File: src/rtl/fbdma_pkg.sv
package fbdma_pkg;

  localparam int LEN_W = 5;

  typedef enum logic [1:0] {
    PH_IDLE = 2'd0,
    PH_PAL  = 2'd1,
    PH_DATA = 2'd2,
    PH_HALT = 2'd3
  } fbdma_phase_e;

  localparam logic [1:0] LM_BOTH = 2'd0;
  localparam logic [1:0] LM_PAL  = 2'd1;
  localparam logic [1:0] LM_DATA = 2'd2;
  localparam logic [1:0] LM_NONE = 2'd3;

  // burst code to word count, zero for reserved codes
  function automatic logic [LEN_W-1:0] burst_words(input logic [2:0] code);
    logic [LEN_W-1:0] w;
    case (code)
      3'd0:    w = 5'd1;
      3'd1:    w = 5'd2;
      3'd2:    w = 5'd4;
      3'd3:    w = 5'd8;
      3'd4:    w = 5'd16;
      default: w = 5'd0;
    endcase
    return w;
  endfunction

  function automatic logic burst_code_ok(input logic [2:0] code);
    return code <= 3'd4;
  endfunction

endpackage

File: src/rtl/fbdma_burst_calc.sv
module fbdma_burst_calc
  import fbdma_pkg::*;
#(
  parameter int ADDR_W = 32
) (
  input  logic [2:0]        code,
  input  logic [ADDR_W-1:0] cur_addr,
  input  logic [ADDR_W-1:0] lim_addr,
  output logic [LEN_W-1:0]  len,
  output logic              last,
  output logic              code_ok,
  output logic [ADDR_W-1:0] step
);

  localparam logic [ADDR_W-1:0] ONE = {{(ADDR_W-1){1'b0}}, 1'b1};

  logic [ADDR_W-1:0] rem_words;
  logic [ADDR_W-1:0] bw_ext;
  logic [LEN_W-1:0]  bw;

  assign bw        = burst_words(code);
  assign bw_ext    = ADDR_W'(bw);
  assign rem_words = (lim_addr - cur_addr + ONE) >> 2;
  assign code_ok   = burst_code_ok(code);

  always_comb begin
    if (rem_words < bw_ext) begin
      len  = rem_words[LEN_W-1:0];
      last = 1'b1;
    end else begin
      len  = bw;
      last = (rem_words == bw_ext);
    end
  end

  assign step = ADDR_W'(len) << 2;

endmodule

File: src/rtl/fbdma_seg_sel.sv
module fbdma_seg_sel
  import fbdma_pkg::*;
#(
  parameter int ADDR_W          = 32,
  parameter int PAL_SMALL_BYTES = 32,
  parameter int PAL_LARGE_BYTES = 512
) (
  input  logic              sel_pal,
  input  logic              sel_buf,
  input  logic [1:0]        lmode,
  input  logic              pal_wide,
  input  logic [ADDR_W-1:0] base0,
  input  logic [ADDR_W-1:0] ceil0,
  input  logic [ADDR_W-1:0] base1,
  input  logic [ADDR_W-1:0] ceil1,
  output logic [ADDR_W-1:0] seg_start,
  output logic [ADDR_W-1:0] seg_end
);

  localparam logic [ADDR_W-1:0] PAL_S_SPAN = ADDR_W'(PAL_SMALL_BYTES - 1);
  localparam logic [ADDR_W-1:0] PAL_L_SPAN = ADDR_W'(PAL_LARGE_BYTES - 1);

  always_comb begin
    if (sel_pal) begin
      seg_start = base0;
      if (lmode == LM_PAL) seg_end = ceil0;
      else                 seg_end = base0 + (pal_wide ? PAL_L_SPAN : PAL_S_SPAN);
    end else begin
      seg_start = sel_buf ? base1 : base0;
      seg_end   = sel_buf ? ceil1 : ceil0;
    end
  end

endmodule

File: src/rtl/fbdma_event_gen.sv
module fbdma_event_gen #(
  parameter int N_EVT = 3
) (
  input  logic             clk,
  input  logic             rst_n,
  input  logic [N_EVT-1:0] fire,
  output logic [N_EVT-1:0] pulse
);

  for (genvar i = 0; i < N_EVT; i++) begin : g_evt
    always_ff @(posedge clk or negedge rst_n) begin
      if (!rst_n) pulse[i] <= 1'b0;
      else        pulse[i] <= fire[i];
    end
  end

endmodule

File: src/rtl/fbdma_engine.sv
module fbdma_engine
  import fbdma_pkg::*;
#(
  parameter int ADDR_W          = 32,
  parameter int PAL_SMALL_BYTES = 32,
  parameter int PAL_LARGE_BYTES = 512
) (
  input  logic              clk,
  input  logic              rst_n,
  input  logic              enable,
  input  logic              cfg_dual,
  input  logic [2:0]        cfg_burst,
  input  logic [1:0]        cfg_load_mode,
  input  logic              cfg_pal_wide,
  input  logic [ADDR_W-1:0] cfg_base0,
  input  logic [ADDR_W-1:0] cfg_ceil0,
  input  logic [ADDR_W-1:0] cfg_base1,
  input  logic [ADDR_W-1:0] cfg_ceil1,
  output logic              rd_valid,
  input  logic              rd_ready,
  output logic [ADDR_W-1:0] rd_addr,
  output logic [LEN_W-1:0]  rd_len,
  output logic              eof0,
  output logic              eof1,
  output logic              pal_done
);

  localparam int N_EVT = 3;

  fbdma_phase_e      phase_q;
  logic [1:0]        mode_q;
  logic [2:0]        code_q;
  logic              buf_q;
  logic [ADDR_W-1:0] cur_q;
  logic [ADDR_W-1:0] lim_q;

  // named internal events
  logic              in_fetch;
  logic              accept;
  logic              seg_done;
  logic              load;
  logic              sel_pal;
  logic              sel_buf;
  logic              go_halt;
  logic [N_EVT-1:0]  fire;
  logic [N_EVT-1:0]  pulse;

  logic [LEN_W-1:0]  len_w;
  logic              last_w;
  logic              code_ok_w;
  logic [ADDR_W-1:0] step_w;
  logic [ADDR_W-1:0] seg_start_w;
  logic [ADDR_W-1:0] seg_end_w;

  fbdma_burst_calc #(.ADDR_W(ADDR_W)) u_burst (
    .code     (code_q),
    .cur_addr (cur_q),
    .lim_addr (lim_q),
    .len      (len_w),
    .last     (last_w),
    .code_ok  (code_ok_w),
    .step     (step_w)
  );

  fbdma_seg_sel #(
    .ADDR_W          (ADDR_W),
    .PAL_SMALL_BYTES (PAL_SMALL_BYTES),
    .PAL_LARGE_BYTES (PAL_LARGE_BYTES)
  ) u_seg (
    .sel_pal   (sel_pal),
    .sel_buf   (sel_buf),
    .lmode     (cfg_load_mode),
    .pal_wide  (cfg_pal_wide),
    .base0     (cfg_base0),
    .ceil0     (cfg_ceil0),
    .base1     (cfg_base1),
    .ceil1     (cfg_ceil1),
    .seg_start (seg_start_w),
    .seg_end   (seg_end_w)
  );

  assign in_fetch = (phase_q == PH_PAL) || (phase_q == PH_DATA);
  assign rd_valid = enable && in_fetch && code_ok_w;
  assign rd_addr  = cur_q;
  assign rd_len   = len_w;
  assign accept   = rd_valid && rd_ready;
  assign seg_done = accept && last_w;

  // next window selection
  always_comb begin
    load    = 1'b0;
    sel_pal = 1'b0;
    sel_buf = 1'b0;
    go_halt = 1'b0;
    case (phase_q)
      PH_IDLE: begin
        if (cfg_load_mode != LM_NONE) begin
          load    = 1'b1;
          sel_pal = (cfg_load_mode != LM_DATA);
        end
      end
      PH_PAL: begin
        if (seg_done) begin
          if (mode_q == LM_PAL) go_halt = 1'b1;
          else                  load    = 1'b1;
        end
      end
      PH_DATA: begin
        if (seg_done) begin
          load    = 1'b1;
          sel_buf = cfg_dual && !buf_q;
        end
      end
      default: ;
    endcase
  end

  assign fire[0] = seg_done && (phase_q == PH_DATA) && !buf_q;
  assign fire[1] = seg_done && (phase_q == PH_DATA) &&  buf_q;
  assign fire[2] = seg_done && (phase_q == PH_PAL);

  always_ff @(posedge clk or negedge rst_n) begin
    if (!rst_n) begin
      phase_q <= PH_IDLE;
      mode_q  <= LM_NONE;
      code_q  <= 3'd0;
      buf_q   <= 1'b0;
      cur_q   <= '0;
      lim_q   <= '0;
    end else if (!enable) begin
      phase_q <= PH_IDLE;
    end else if (load) begin
      cur_q   <= seg_start_w;
      lim_q   <= seg_end_w;
      code_q  <= cfg_burst;
      buf_q   <= sel_buf;
      phase_q <= sel_pal ? PH_PAL : PH_DATA;
      if (phase_q == PH_IDLE) mode_q <= cfg_load_mode;
    end else if (go_halt) begin
      phase_q <= PH_HALT;
    end else if (accept) begin
      cur_q   <= cur_q + step_w;
    end
  end

  fbdma_event_gen #(.N_EVT(N_EVT)) u_evt (
    .clk   (clk),
    .rst_n (rst_n),
    .fire  (fire),
    .pulse (pulse)
  );

  assign eof0     = pulse[0];
  assign eof1     = pulse[1];
  assign pal_done = pulse[2];

endmodule

File: config.mk
export PLATFORM = sky130hd
export DESIGN_NAME = fbdma_engine
export DESIGN_NICKNAME = d
export VERILOG_FILES = /design/src/rtl/fbdma_pkg.sv /design/src/rtl/fbdma_burst_calc.sv /design/src/rtl/fbdma_seg_sel.sv /design/src/rtl/fbdma_event_gen.sv /design/src/rtl/fbdma_engine.sv
export SDC_FILE = /design/constraint.sdc
export NUM_CORES = 1
export LEC_CHECK = 0
export BUFFER_PORTS_ARGS = -buffer_cell sky130_fd_sc_hd__buf_2
export CORE_UTILIZATION = 40
export DETAILED_ROUTE_END_ITERATION = 12
export PLACE_DENSITY_LB_ADDON = 0.05
export SLEW_MARGIN = 15
export SYNTH_ARGS = -nofsm -noshare
export SYNTH_HDL_FRONTEND = slang
export SYNTH_SLANG_ARGS = --single-unit
File: constraint.sdc
create_clock -name clk -period 15.4 [get_ports clk]
set_clock_uncertainty 0.15 [all_clocks]
set_input_delay 2.31 -clock clk [delete_from_list [all_inputs] [get_ports clk]]
set_output_delay 2.31 -clock clk [all_outputs]
set_load 0.005 [all_outputs]
# After elaboration in Yosys (flattened, before gate mapping)
# Index checks and enable logic that the tools add are counted.
dict set report word_totals {
  regBits 75
  input_bits 139
  out_inout_bits 41
  word_cells 73
}
dict set report classes {
  add_sub_neg 4
  magnitude_cmp 2
  eq_ne 13
  mux 28
  reduce_logical 17
}
# cell count
set ops {}
lappend ops {{$mux W32} 8}
lappend ops {{$add A32 B1 Y32 const B} 1}
lappend ops {{$add A32 B32 Y32} 1}
lappend ops {{$add A32 B7 Y32} 1}
lappend ops {{$sub A32 B32 Y32} 1}
lappend ops {{$eq A30 B5 Y1} 1}
lappend ops {{$lt A30 B5 Y1} 1}
lappend ops {{$pmux W5 S5} 1}
lappend ops {{$mux W1} 12}
lappend ops {{$logic_and A1 B1 Y1} 9}
lappend ops {{$mux W9} 1}
lappend ops {{$mux W2} 4}
lappend ops {{$eq A2 B1 Y1 const B} 3}
lappend ops {{$eq A3 B2 Y1 const B} 2}
lappend ops {{$ne A2 B2 Y1 const B} 3}
lappend ops {{$reduce_and A3 Y1} 2}
lappend ops {{$mux W5} 1}
lappend ops {{$eq A3 B1 Y1 const B} 1}
lappend ops {{$eq A3 B3 Y1 const B} 1}
lappend ops {{$le A3 B3 Y1 const B} 1}
lappend ops {{$logic_not A3 Y1} 1}
lappend ops {{$ne A3 B1 Y1 const B} 1}
lappend ops {{$pmux W1 S3} 1}
lappend ops {{$eq A2 B2 Y1 const B} 1}
lappend ops {{5 further kinds} 5}

# Depth between registers and ports, before layout
dict set report depth {
  depth_word 11
  depth_mapped 29
  ltp_nobuf 28
}

# Hierarchy
# From an unflattened synthesis, not the netlist that was laid out.
dict set report unflattened {
  cells_unflattened 1367
  area_unflattened_um2 10369.9
}
# mod instances cells_per_inst area_per_inst_um2 seq_area_each_um2
set modules_own_cells {}
lappend modules_own_cells {fbdma_engine 1 576 4705.8 1804.2}
lappend modules_own_cells {fbdma_burst_calc 1 457 3289.4 0.0}
lappend modules_own_cells {fbdma_seg_sel 1 331 2299.7 0.0}
lappend modules_own_cells {fbdma_event_gen 1 3 75.1 75.1}

# Worst setup path before layout
# OpenSTA, ideal clock, no wires.
dict set report synth_timing {
  path_kind {register -> register}
  start {reg cur_q[1] (netlist: rd_addr[1])}
  end {reg cur_q[31] (netlist: rd_addr[31])}
  setup_time_ns 0.121
  arrival_time_ns 6.362
  required_ns 15.129
  path_slack_ns 8.767
  stages_incl_launch_ff 28
  n_path_buf 1
  synth_period_minus_slack_ns 6.633
  path_cell_list {dfrtp_1 > ha_1 > or3b_1 > fa_1 > nand2b_1 > a21oi_1 > o21ai_1 > a2111oi_0 > o21ai_1 > a2111oi_0 > nand3_1 > nor3_1 > and3_1 > clkbuf_1 > nor2_1 > a21o_1 > ha_1 > a21o_1 > a21oi_1 > o21ai_0 > a21oi_1 > nor3_1 > nand4_1 > nor3_1 > and3_1 > and3_1 > mux2i_1 > o22a_1}
}
dict set report synth_between {
  word_cells_on_any_way 23
  cone_classes {add/sub (3); order compare (1); eq/ne (2); mux (14); reduce/logical (3)}
}
# element line
set synth_lines {}
lappend synth_lines {{from (decl)} fbdma_engine.sv:34} ;# logic [ADDR_W-1:0] cur_q;
lappend synth_lines {{from (signal assigned)} fbdma_engine.sv:133} ;# cur_q <= seg_start_w;
lappend synth_lines {{from (signal assigned)} fbdma_engine.sv:142} ;# cur_q <= cur_q + step_w;
lappend synth_lines {{$sub A32 B32 Y32 *} fbdma_burst_calc.sv:23} ;# assign rem_words = (lim_addr - cur_addr + ONE) >> 2;
lappend synth_lines {{$add A32 B1 Y32 *} fbdma_burst_calc.sv:23}
lappend synth_lines {{$lt A30 B5 Y1} fbdma_burst_calc.sv:27} ;# if (rem_words < bw_ext) begin
lappend synth_lines {{$mux W5 *} fbdma_burst_calc.sv:27}
lappend synth_lines {{via rd_len[1]} fbdma_engine.sv:22} ;# output logic [LEN_W-1:0] rd_len,
lappend synth_lines {{$add A32 B7 Y32 *} fbdma_engine.sv:142}
lappend synth_lines {{$mux W32 *} fbdma_engine.sv:141} ;# end else if (accept) begin
lappend synth_lines {{$mux W32 *} fbdma_engine.sv:139} ;# end else if (go_halt) begin
lappend synth_lines {{$mux W32 *} fbdma_engine.sv:132} ;# end else if (load) begin
# The timed path passes the listed nets; every way through them passes the cells marked *. The select of a mux whose other input is x is not followed.
# A chain may end at the register's enable or synchronous reset.

# Final worst setup path
dict set report layout_timing {
  start {reg cur_q[1] (netlist: rd_addr[1])}
  end {reg cur_q[31] (netlist: rd_addr[31])}
}
dict set report layout_between {
  elab_chain_cells 10
  word_cells_on_any_way 23
  cone_classes {add/sub (3); order compare (1); eq/ne (2); mux (14); reduce/logical (3)}
}
# element
set layout_rtl {}
lappend layout_rtl {{branches (longest 10 deep; another with $sub A32 B32 Y32)}}
# Several ways; the timed one is not identified. The select of a mux whose other input is x is not followed.

==> reports/qor.csv <==
stage,metric,value,unit
cells_and_area,final_core_util,0.479,
cells_and_area,syn2layout_area_growth,16.9,%
timing,rsz0062_at_grt,false,
cells_and_area,num-fill-cells,2015,
pwr,power,0.00240,W
routing,wl,27700,µm
synthesis,syn_nets,1241,
cells_and_area,multi_input_area,0.00570,mm²
routing,drt_pass1_iterations,6,
cts,numCtsBuffers,9,
timing,fin_crit_sh,0.520,
worst_hold_path,hold_depth,2,
pwr,switchingPower,0.00130,W
worst_setup_path,cp_max_fo,10,
synthesis,synthArstFlopShare,1.00,
cts,cts-root-buf,clkbuf_16,
timing,setup_tns,0,ns
routing,post_drt_via_cell_ratio,5.75,
routing,wl_per_cell,19.3,µm
floorplanning,core_area,0.0196,mm²
cts,clock_latency,0.36,ns
cts,cts_resized,0,
grt,grt.overflow.total,0,
routing,wl_met2,11600,µm
placement,dpl_worst_slack,7.53,ns
synthesis,yosysUniqueCellTypes,76,
synthesis,synth_edf_count,0,
routing,highest_layer,met5,
cells_and_area,mostFrequentLayoutCell,buf_2,
pwr,internal_power,0.00110,W
timing,worst_slew_pin_slew,1.13,ns
cts,clkTransAtPathRegs,0.06,ns
cells_and_area,layout_common_cells,"178 x buf_2, 122 x nand2_1, 78 x a21oi_1, 78 x ha_1, 76 x nor2_1",
placement,post_dp_cell_area,0.00907,mm²
routing,antenna_left,0,
placement,post-dp-hpwl,21900,µm
worst_setup_path,critPathKind,register to register,
worst_setup_path,crit_buf_inv,0,
pwr,p_seq_frac,0.166,
timing,hold_viol,0,
routing,met1_length,14000,µm
routing,vias,8252,
timing,finalSetupViolations,0,
routing,drt_iter0_drc,663,
cells_and_area,finalInstanceArea,0.00938,mm²
job,maxCapViolations,0,
worst_setup_path,cp.required,15.49,ns
floorplanning,die_h,144,µm
grt,grt_max_degree,76,
worst_setup_path,reg2reg_depth,26,
cts,cts_sinks,75,
synthesis,synthCells,1022,
cells_and_area,seq_area,0.00188,mm²
grt,grt_pass1_vias,7801,
pwr,p_clk_frac,0.094,
cells_and_area,antenna_cells,0,
synthesis,ys_ff_latch,75,
cells_and_area,drive_above_1_share,0.194,
worst_setup_path,crit_path_max_incr_delay,0.73,ns
worst_setup_path,critical_path.top_delay_family,simple AND/OR/NAND/NOR gates,
pwr,p_per_area,256,mW/mm²
worst_setup_path,critPathArrivalTime,8.10,ns
floorplanning,ios,180,
timing,period_needed,8.01,ns
cts,clk_path_buf_depth,2,
cts,h-tree-depth,3,
grt,antenna_found_initial,1,
pwr,power.share.combinational,0.740,
worst_setup_path,end_kind,register,
placement,gp_congestion,0.942,
synthesis,yosys_warnings,0,
grt,grt_use_total,0.280,
outcome,status,"finished, final reports clean",
cells_and_area,nNetsFinal,1385,
floorplanning,start_util,0.409,
routing,drc,0,
pwr,ir_worst_vdd,0.0869,mV
floorplanning,die_w,144,µm
floorplanning,row_count,51,
synthesis,syn_avg_cell_area,7.85,µm²
timing,worst_slack,7.39,ns
cts,holdBufCountCts,0,
pwr,p_leak,4.24,nW
timing,relSlewSlack,0.247,
synthesis,synth-main-ff-cell,dfrtp_1,
placement,port_buffers,179,
synthesis,syn_area,0.00802,mm²
cts,cts_setup_buffers,0,
timing,fmax,125,MHz
routing,dr_wl_met3,1800,µm
worst_setup_path,path_depth,26,
pwr,power_switching_share,0.541,
synthesis,synth.yosys.seq_area_share,0.234,
grt,grt_pass1_wl,43800,µm
worst_setup_path,crit_slowest_cell,nor3_1,
cts,cts_tree,built,
worst_setup_path,worstSetupStartpointType,register,
worst_hold_path,hold_path_class,register to register,
floorplanning,dieArea,0.0206,mm²
timing,slew_viol_final,0,
state kept, by name (all words and copies together), names as in the netlist:
name / count
code_q: 3
lim_q: 32
buf_q: 1
u_evt.pulse: 3
phase_q: 2
rd_addr: 32
mode_q: 2
through the flow:
| step | instances | hold slack, ns |
|---|---|---|
| final | 1436 | 0.330 |
| after global placement | 1420 | 0.322 |
| after CTS | 1436 | 0.334 |
| after floorplan | 1022 | 0.291 |
| after detailed placement | 1420 | 0.321 |
| after global routing | 1436 | 0.390 |
per-layer routing:
metal / vias to the layer above / global-route usage
li1: 4087 / -
met1: 3857 / 0.429
met2: 284 / 0.402
met3: 22 / 0.0447
met4: 2 / 0.0633
met5: - / 0
worst paths after layout:
kind | startpoint | endpoint | slack [ns]
setup / recovery | rd_addr[1] | rd_addr[31] | 7.39
hold / removal | lim_q[1] | lim_q[1] | 0.33
setup reg to reg | rd_addr[1] | rd_addr[31] | 7.39
hold reg to reg | lim_q[1] | lim_q[1] | 0.33
max in group asynchronous | rst_n | rd_addr[21] | 12.47
min in group asynchronous | rst_n | lim_q[3] | 1.96
cell families (layout without fill, tap and decap cells):
family,count (synthesis),in the layout,share of synthesized area
AND/OR/NAND/NOR,352,352,0.217
multiplexers,32,32,0.0410
XOR/XNOR,44,44,0.0480
adder cells (fa/ha/maj),80,80,0.127
AO/OA/AOI/OAI,330,330,0.275
buffers and inverters,109,258,0.0579
flip-flops,75,75,0.234
Yosys cell counts, types with 25 or more instances:
cell type | count | area (µm²)
nor2_1 | 78 | 293
dfrtp_1 | 73 | 1830
nand3_1 | 26 | 130
o31ai_1 | 29 | 218
ha_1 | 78 | 976
buf_2 | 29 | 145
inv_1 | 56 | 210
mux2i_1 | 25 | 250
nand2_1 | 122 | 458
xnor2_1 | 28 | 245
a21oi_1 | 78 | 390
o21ai_0 | 50 | 250
o22ai_1 | 28 | 175
worst register-to-register path, stage by stage (launching register included):
cell and delay (ns):
dfrtp_1 0.39, ha_1 0.30, or3b_1 0.47, fa_1 0.44, nand2b_1 0.20, a21oi_1 0.25
o21ai_1 0.20, a2111oi_0 0.44, o21ai_1 0.10, a2111oi_0 0.61, nand3_1 0.31, nor3_1 0.31
and3_1 0.40, nor2_1 0.10, a21o_1 0.18, ha_1 0.27, a21o_1 0.11, a21oi_1 0.09
o21ai_0 0.18, a21oi_1 0.13, nor3_1 0.41, nand4_1 0.32, nor3_1 0.74, and3_1 0.35
and3_1 0.18, mux2i_1 0.07, o22a_1 0.22
power groups by stage:
stage / Clock [W] / Sequential, W / Combinational [W]
4_1_cts: 0.000230 / 0.000396 / 0.00176
2_1_floorplan: 0 / 0.000360 / 0.00130
5_1_grt: 0.000237 / 0.000412 / 0.00199
3_3_place_gp: 0 / 0.000398 / 0.00176
6_report: 0.000226 / 0.000399 / 0.00178
3_5_place_dp: 0 / 0.000400 / 0.00174
cell type report:
class / count / area share
multi-input cells: 838 / 0.608
flip-flops and latches: 75 / 0.200
repair buffers: 186 / 0.101
well taps: 265 / 0.0354
clock buffers: 13 / 0.0278
inverters: 56 / 0.0224
clock inverters: 3 / 0.00494
Power figures use the tool's default switching activity.
